File: config.mk
export PLATFORM = sky130hd
export DESIGN_NAME = boot_loader_seq
export DESIGN_NICKNAME = d
export VERILOG_FILES = /design/src/rtl/boot_pkg.sv /design/src/rtl/boot_tx_slot.sv /design/src/rtl/boot_xfer_cnt.sv /design/src/rtl/boot_loader_seq.sv
export SDC_FILE = /design/constraint.sdc
export NUM_CORES = 1
export LEC_CHECK = 0
export BUFFER_PORTS_ARGS = -buffer_cell sky130_fd_sc_hd__buf_2
export CAP_MARGIN = 20
export CORE_MARGIN = 2
export CORE_UTILIZATION = 53
export DETAILED_ROUTE_END_ITERATION = 6
export PLACE_DENSITY = 0.78
export REMOVE_ABC_BUFFERS = 1
export SYNTH_ARGS = -nofsm -noshare
export SYNTH_HDL_FRONTEND = slang
export SYNTH_SLANG_ARGS = --single-unit
File: constraint.sdc
create_clock -name clk -period 2.65 [get_ports clk]
set_input_delay 0.1325 -clock clk [delete_from_list [all_inputs] [get_ports clk]]
set_output_delay 0.1325 -clock clk [all_outputs]
set_load 0.02 [all_outputs]
File: src/rtl/boot_pkg.sv
package boot_pkg;

    localparam logic [7:0] CODE_START = 8'h55;
    localparam logic [7:0] CODE_OK    = 8'hAA;
    localparam logic [7:0] CODE_FAIL  = 8'hFF;
    localparam int         LEN_W      = 16;

    typedef enum logic [3:0] {
        ST_WAIT_START,
        ST_CHECK,
        ST_ERASE,
        ST_LEN_HI,
        ST_LEN_LO,
        ST_LOAD,
        ST_GO,
        ST_DONE,
        ST_HALT
    } boot_state_e;

endpackage

File: src/rtl/boot_tx_slot.sv
module boot_tx_slot (
    input  logic       clk,
    input  logic       rst_n,
    input  logic       push,
    input  logic [7:0] push_byte,
    input  logic       tx_ready,
    output logic       tx_valid,
    output logic [7:0] tx_data
);

    typedef struct packed {
        logic       pend;
        logic [7:0] data;
    } slot_t;

    slot_t s_d, s_q;

    always_comb begin
        s_d = s_q;
        if (push) begin
            s_d.pend = 1'b1;
            s_d.data = push_byte;
        end else if (s_q.pend && tx_ready) begin
            s_d.pend = 1'b0;
        end
    end

    always_ff @(posedge clk or negedge rst_n) begin
        if (!rst_n) s_q <= '0;
        else        s_q <= s_d;
    end

    assign tx_valid = s_q.pend;
    assign tx_data  = s_q.data;

    // a new byte never overwrites one still pending
    assert_no_overwrite_R10: assert property (@(posedge clk) disable iff (!rst_n)
        push |-> !s_q.pend);

    // an offered byte stays put until taken
    assert_tx_hold_R10: assert property (@(posedge clk) disable iff (!rst_n)
        (tx_valid && !tx_ready) |=> (tx_valid && $stable(tx_data)));

endmodule

File: src/rtl/boot_xfer_cnt.sv
module boot_xfer_cnt #(
    parameter int LEN_W  = 16,
    parameter int ADDR_W = 16
) (
    input  logic              clk,
    input  logic              rst_n,
    input  logic              load,
    input  logic [LEN_W-1:0]  len,
    input  logic              step,
    output logic [ADDR_W-1:0] offset,
    output logic              last
);

    typedef struct packed {
        logic [LEN_W-1:0]  remaining;
        logic [ADDR_W-1:0] offset;
    } cnt_t;

    cnt_t c_d, c_q;

    always_comb begin
        c_d = c_q;
        if (load) begin
            c_d.remaining = len;
            c_d.offset    = '0;
        end else if (step) begin
            c_d.remaining = c_q.remaining - 1'b1;
            c_d.offset    = c_q.offset + 1'b1;
        end
    end

    always_ff @(posedge clk or negedge rst_n) begin
        if (!rst_n) c_q <= '0;
        else        c_q <= c_d;
    end

    assign offset = c_q.offset;
    assign last   = (c_q.remaining == {{(LEN_W-1){1'b0}}, 1'b1});

    // no byte is loaded beyond the announced length
    assert_no_underflow_R7: assert property (@(posedge clk) disable iff (!rst_n)
        step |-> (c_q.remaining != '0));

endmodule

File: src/rtl/boot_loader_seq.sv
module boot_loader_seq
    import boot_pkg::*;
#(
    parameter int                ADDR_W   = 16,
    parameter logic [ADDR_W-1:0] RAM_BASE = '0
) (
    input  logic              clk,
    input  logic              rst_n,
    input  logic              rx_valid,
    input  logic [7:0]        rx_data,
    input  logic              rx_err,
    output logic              rx_ready,
    input  logic              tx_ready,
    output logic              tx_valid,
    output logic [7:0]        tx_data,
    output logic              erase_req,
    input  logic              erase_done,
    input  logic              erase_fail,
    input  logic              mem_blank,
    output logic              ram_we,
    output logic [ADDR_W-1:0] ram_addr,
    output logic [7:0]        ram_wdata,
    output logic              irq_mask,
    output logic              start_exec
);

    typedef struct packed {
        boot_state_e       state;
        logic [7:0]        len_hi;
        logic              ram_we;
        logic [ADDR_W-1:0] ram_addr;
        logic [7:0]        ram_wdata;
        logic              start;
    } seq_t;

    seq_t r_d, r_q;

    logic              push;
    logic [7:0]        push_byte;
    logic              cnt_load;
    logic              cnt_step;
    logic [ADDR_W-1:0] cnt_offset;
    logic              cnt_last;
    logic              good;
    logic [LEN_W-1:0]  len_full;

    assign rx_ready = !tx_valid &&
                      ((r_q.state == ST_WAIT_START) || (r_q.state == ST_LEN_HI) ||
                       (r_q.state == ST_LEN_LO)     || (r_q.state == ST_LOAD));
    assign good     = rx_valid && rx_ready && !rx_err;
    assign len_full = {r_q.len_hi, rx_data};

    always_comb begin
        r_d        = r_q;
        r_d.ram_we = 1'b0;
        r_d.start  = 1'b0;
        push       = 1'b0;
        push_byte  = rx_data;
        cnt_load   = 1'b0;
        cnt_step   = 1'b0;
        case (r_q.state)
            ST_WAIT_START: begin
                if (good && (rx_data == CODE_START)) r_d.state = ST_CHECK;
            end
            ST_CHECK: begin
                if (mem_blank) begin
                    push      = 1'b1;
                    push_byte = CODE_OK;
                    r_d.state = ST_LEN_HI;
                end else begin
                    r_d.state = ST_ERASE;
                end
            end
            ST_ERASE: begin
                if (erase_fail) begin
                    push      = 1'b1;
                    push_byte = CODE_FAIL;
                    r_d.state = ST_HALT;
                end else if (erase_done) begin
                    push      = 1'b1;
                    push_byte = CODE_OK;
                    r_d.state = ST_LEN_HI;
                end
            end
            ST_LEN_HI: begin
                if (good) begin
                    r_d.len_hi = rx_data;
                    push       = 1'b1;
                    r_d.state  = ST_LEN_LO;
                end
            end
            ST_LEN_LO: begin
                if (good) begin
                    push      = 1'b1;
                    cnt_load  = 1'b1;
                    r_d.state = (len_full == '0) ? ST_GO : ST_LOAD;
                end
            end
            ST_LOAD: begin
                if (good) begin
                    push          = 1'b1;
                    cnt_step      = 1'b1;
                    r_d.ram_we    = 1'b1;
                    r_d.ram_addr  = RAM_BASE + cnt_offset;
                    r_d.ram_wdata = rx_data;
                    if (cnt_last) r_d.state = ST_GO;
                end
            end
            ST_GO: begin
                if (!tx_valid) begin
                    r_d.start = 1'b1;
                    r_d.state = ST_DONE;
                end
            end
            default: r_d.state = r_q.state;
        endcase
    end

    always_ff @(posedge clk or negedge rst_n) begin
        if (!rst_n) begin
            r_q       <= '0;
            r_q.state <= ST_WAIT_START;
        end else begin
            r_q <= r_d;
        end
    end

    boot_tx_slot u_tx (
        .clk       (clk),
        .rst_n     (rst_n),
        .push      (push),
        .push_byte (push_byte),
        .tx_ready  (tx_ready),
        .tx_valid  (tx_valid),
        .tx_data   (tx_data)
    );

    boot_xfer_cnt #(.LEN_W(LEN_W), .ADDR_W(ADDR_W)) u_cnt (
        .clk    (clk),
        .rst_n  (rst_n),
        .load   (cnt_load),
        .len    (len_full),
        .step   (cnt_step),
        .offset (cnt_offset),
        .last   (cnt_last)
    );

    assign erase_req  = (r_q.state == ST_ERASE);
    assign irq_mask   = (r_q.state == ST_ERASE) || (r_q.state == ST_LOAD);
    assign ram_we     = r_q.ram_we;
    assign ram_addr   = r_q.ram_addr;
    assign ram_wdata  = r_q.ram_wdata;
    assign start_exec = r_q.start;

    // the erase request is held until the flash side answers
    assert_erase_hold_R4: assert property (@(posedge clk) disable iff (!rst_n)
        (erase_req && !erase_done && !erase_fail) |=> erase_req);

    // a halted session stays silent
    assert_halt_quiet_R5: assert property (@(posedge clk) disable iff (!rst_n)
        (r_q.state == ST_HALT) |=> (!rx_ready && !start_exec && !erase_req && (r_q.state == ST_HALT)));

    // the start strobe lasts one cycle
    assert_start_pulse_R8: assert property (@(posedge clk) disable iff (!rst_n)
        start_exec |=> !start_exec);

    // start only once the transmitter has nothing left
    assert_start_after_echo_R8: assert property (@(posedge clk) disable iff (!rst_n)
        $rose(start_exec) |-> $past(!tx_valid));

    // every RAM write follows a masked cycle
    assert_write_masked_R9: assert property (@(posedge clk) disable iff (!rst_n)
        ram_we |-> $past(irq_mask));

endmodule

==> run metrics <==
max-slew violations=0; CP Launch Type=flop; synth warn=0; chip width=92.2 µm; CP top delay family=buffers and inverters; clk sinks=approximately 80; Pre-antenna DRT Iters=4; n_diodes=0; Initial Util=a little over half; slowest stage delay, CP=~0.55 ns; hold_sp=rx_data[5]; post-synth top area share=48.0%; post-synth top area cell=dfrtp_1; synth unique cells=just under 60; clk_skew=around 0.0084 ns; placed instance count=between 500 and 600; CP cell instances=buf_4 -> clkinv_1 -> nand3_1 -> a21oi_1 -> buf_2; minimum clock period=about 2.2 ns; largest net degree at the start of global routing=80; Synth top cells by count=dfrtp_1 (79), o21ai_0 (43), nand2_1 (39), mux2_2 (30), buf_4 (24); initial antenna violation count=0; CTS tree=built; final std cells w/o fill=about 540; Worst EP required=between 2 and 3 ns; Synth area leaders=dfrtp_1 (48%), mux2_2 (8.2%), o21ai_0 (5.2%); H-tree levels=3; Std-Cell Rows=32; die height=92.2 µm; post_cts resized=0; Worst R2R Setup Slack=roughly 0.5 ns; port buffer count=53; remaining antenna violation count=0; gr ovfl total=0; clk root buf=clkbuf_8; DR vias/cell=between 5 and 6; synthesized flop and latch total=between 70 and 80; Final Hold Viols=0; mapped cell area=around 0.0041 mm²; Synth Flop Type=dfrtp_1; Ports=54; layout net count=about 460; Syn-to-layout area delta=8.86%; GRT Total Usage=between 20% and 30%; Arr. time, crit path=roughly 2 ns; Iteration-0 DRC Markers=248; unrepaired setup endpoints after global routing=no; count leader, synth=dfrtp_1; fraction of registers with async set/reset=100%; reg2reg end=u_cnt.offset[11]$_DFFE_PN0P_; Die Area=around 0.0085 mm²; hpwl dp=between 5000 and 6000 µm; number of CTS-inserted buffers=9; fin crit share=82.9%; first-pass GRT wire length=around 15,000 µm; Post-synth EDFFs=0; Crit Path Category=flop to primary output; Mapped Cells=just over 400; status=complete, no violations; Worst-path clk slew=around 0.070 ns; CP max stage cell=dfrtp_1; sequential area share after synthesis=a little under half; Placer Congestion=roughly 0.9; crit path buf inv count=3; Avg WL per Cell=between 15 and 20 µm; Static Leakage=2.00 nW; TNS Setup=0 ns; drt drc=0; Clock Path Buffers=2; share of cells above drive strength 1=26.9%; Filler Cell Count=655; Worst-Margin Slew=~0.56 ns; via count=between 3,000 and 4,000; Setup crit end kind=primary output; Reg2Reg Depth=5; Worst IR Drop VDD=between 0.5 and 0.6 mV; Hold Path Class=input port to flop; Syn Area/Cell=~10 µm²; Hold EP=u_cnt.c_q[21]$_DFFE_PN0P_; vias in the first global route=a little over 3,000; CORE AREA=between 0.007 and 0.008 mm²; Setup violations, final=0; Worst Path Max Fanout=27; max_cap viols=0; PD cells=roughly 1000 mW/mm²; Reg-to-Reg Start=r_q[36]$_DFFE_PN0P_; Finished Core Util=58.7%; Worst Hold Depth=2; DP Worst Slack=roughly 0.54 ns; final WL=8580 µm; PnR worst setup slack=0.453 ns; Slew HR=a little over three fifths; maximum achievable frequency=~460 MHz; worst-skew pair later-pin latency=~0.35 ns
## per-layer routing
layer	vias to the layer above	global-route usage, %	part of all wire [%]
met5	-	0	0
met4	0	6.34	1.3
met3	11	5.51	4.9
met2	95	35.4	48
met1	1557	28.9	46
li1	1523	-	-
## where the power goes
| group | switching [mW] | internal (mW) | leakage (nW) |
|---|---|---|---|
| Sequential | 0.362 | 1.58 | 0.968 |
| Clock | 0.419 | 0.332 | 0.0829 |
| Combinational | 1.04 | 0.714 | 0.951 |
## logic make-up (layout without fill, tap and decap cells)
kind of cell,count (synthesis),in the layout,synth area share (%)
simple gates,132,132,17.2
compound gates,105,105,16.6
flops,79,79,48.0
buf+inv,53,86,7.53
mux,34,34,9.17
fa+ha+maj,3,3,0.911
xor+xnor,3,3,0.637
## flip-flops by register name, indices dropped and copies added (netlist names), 4 cells and up
name / flops
u_cnt.c_q: 16
ram_addr: 16
u_cnt.offset: 16
len_full: 8
u_tx.tx_data: 8
r_q: 4
ram_wdata: 8
## per-stage QoR
step	instance area, µm²	total power, mW	hold slack, ns
floorplan	3850	3.11	-0.163
global placement	4290	3.62	0.319
detailed placement	4290	3.69	0.320
CTS	4460	4.46	0.0836
global route	4490	4.77	0.0868
finish	4490	4.44	0.0944
## timing repair
action	CTS	global route
hold endpoints to repair	80	0
buffers inserted	0	0
hold buffers	2	0
## worst max path at each step
stage	from	to	cells after the start
after floorplan	r_q[36]$_DFFE_PN0P_	u_cnt.c_q[18]$_DFFE_PN0P_	4
after global placement	r_q[36]$_DFFE_PN0P_	u_cnt.offset[11]$_DFFE_PN0P_	5
after detailed placement	r_q[36]$_DFFE_PN0P_	u_cnt.offset[11]$_DFFE_PN0P_	5
after CTS	r_q[34]$_DFFE_PN0P_	irq_mask	5
after global routing	r_q[34]$_DFFE_PN0P_	irq_mask	5
final	r_q[34]$_DFFE_PN0P_	irq_mask	5
## area by class of cell
| class | instances | area [µm²] | area share [%] |
|---|---|---|---|
| clock buffer | 11 | 131 | 2.93 |
| clock inverter | 4 | 23.8 | 0.530 |
| multi-input combinational | 277 | 1840 | 41.0 |
| sequential | 79 | 1980 | 44.0 |
| inverter | 11 | 41.3 | 0.920 |
| timing repair buffer | 60 | 345 | 7.69 |
| tap | 102 | 128 | 2.84 |
## placed cells by master (no fill, tap or decap), drive strengths merged, types with 10 or more instances in the layout
master,count
mux2,30
clkbuf,11
inv,10
nand2,39
o21ai,43
a21oi,21
nor3,14
dfrtp,79
nor2,14
nand3,14
buf,58
Note: power is estimated with default switching activity, not from simulation.
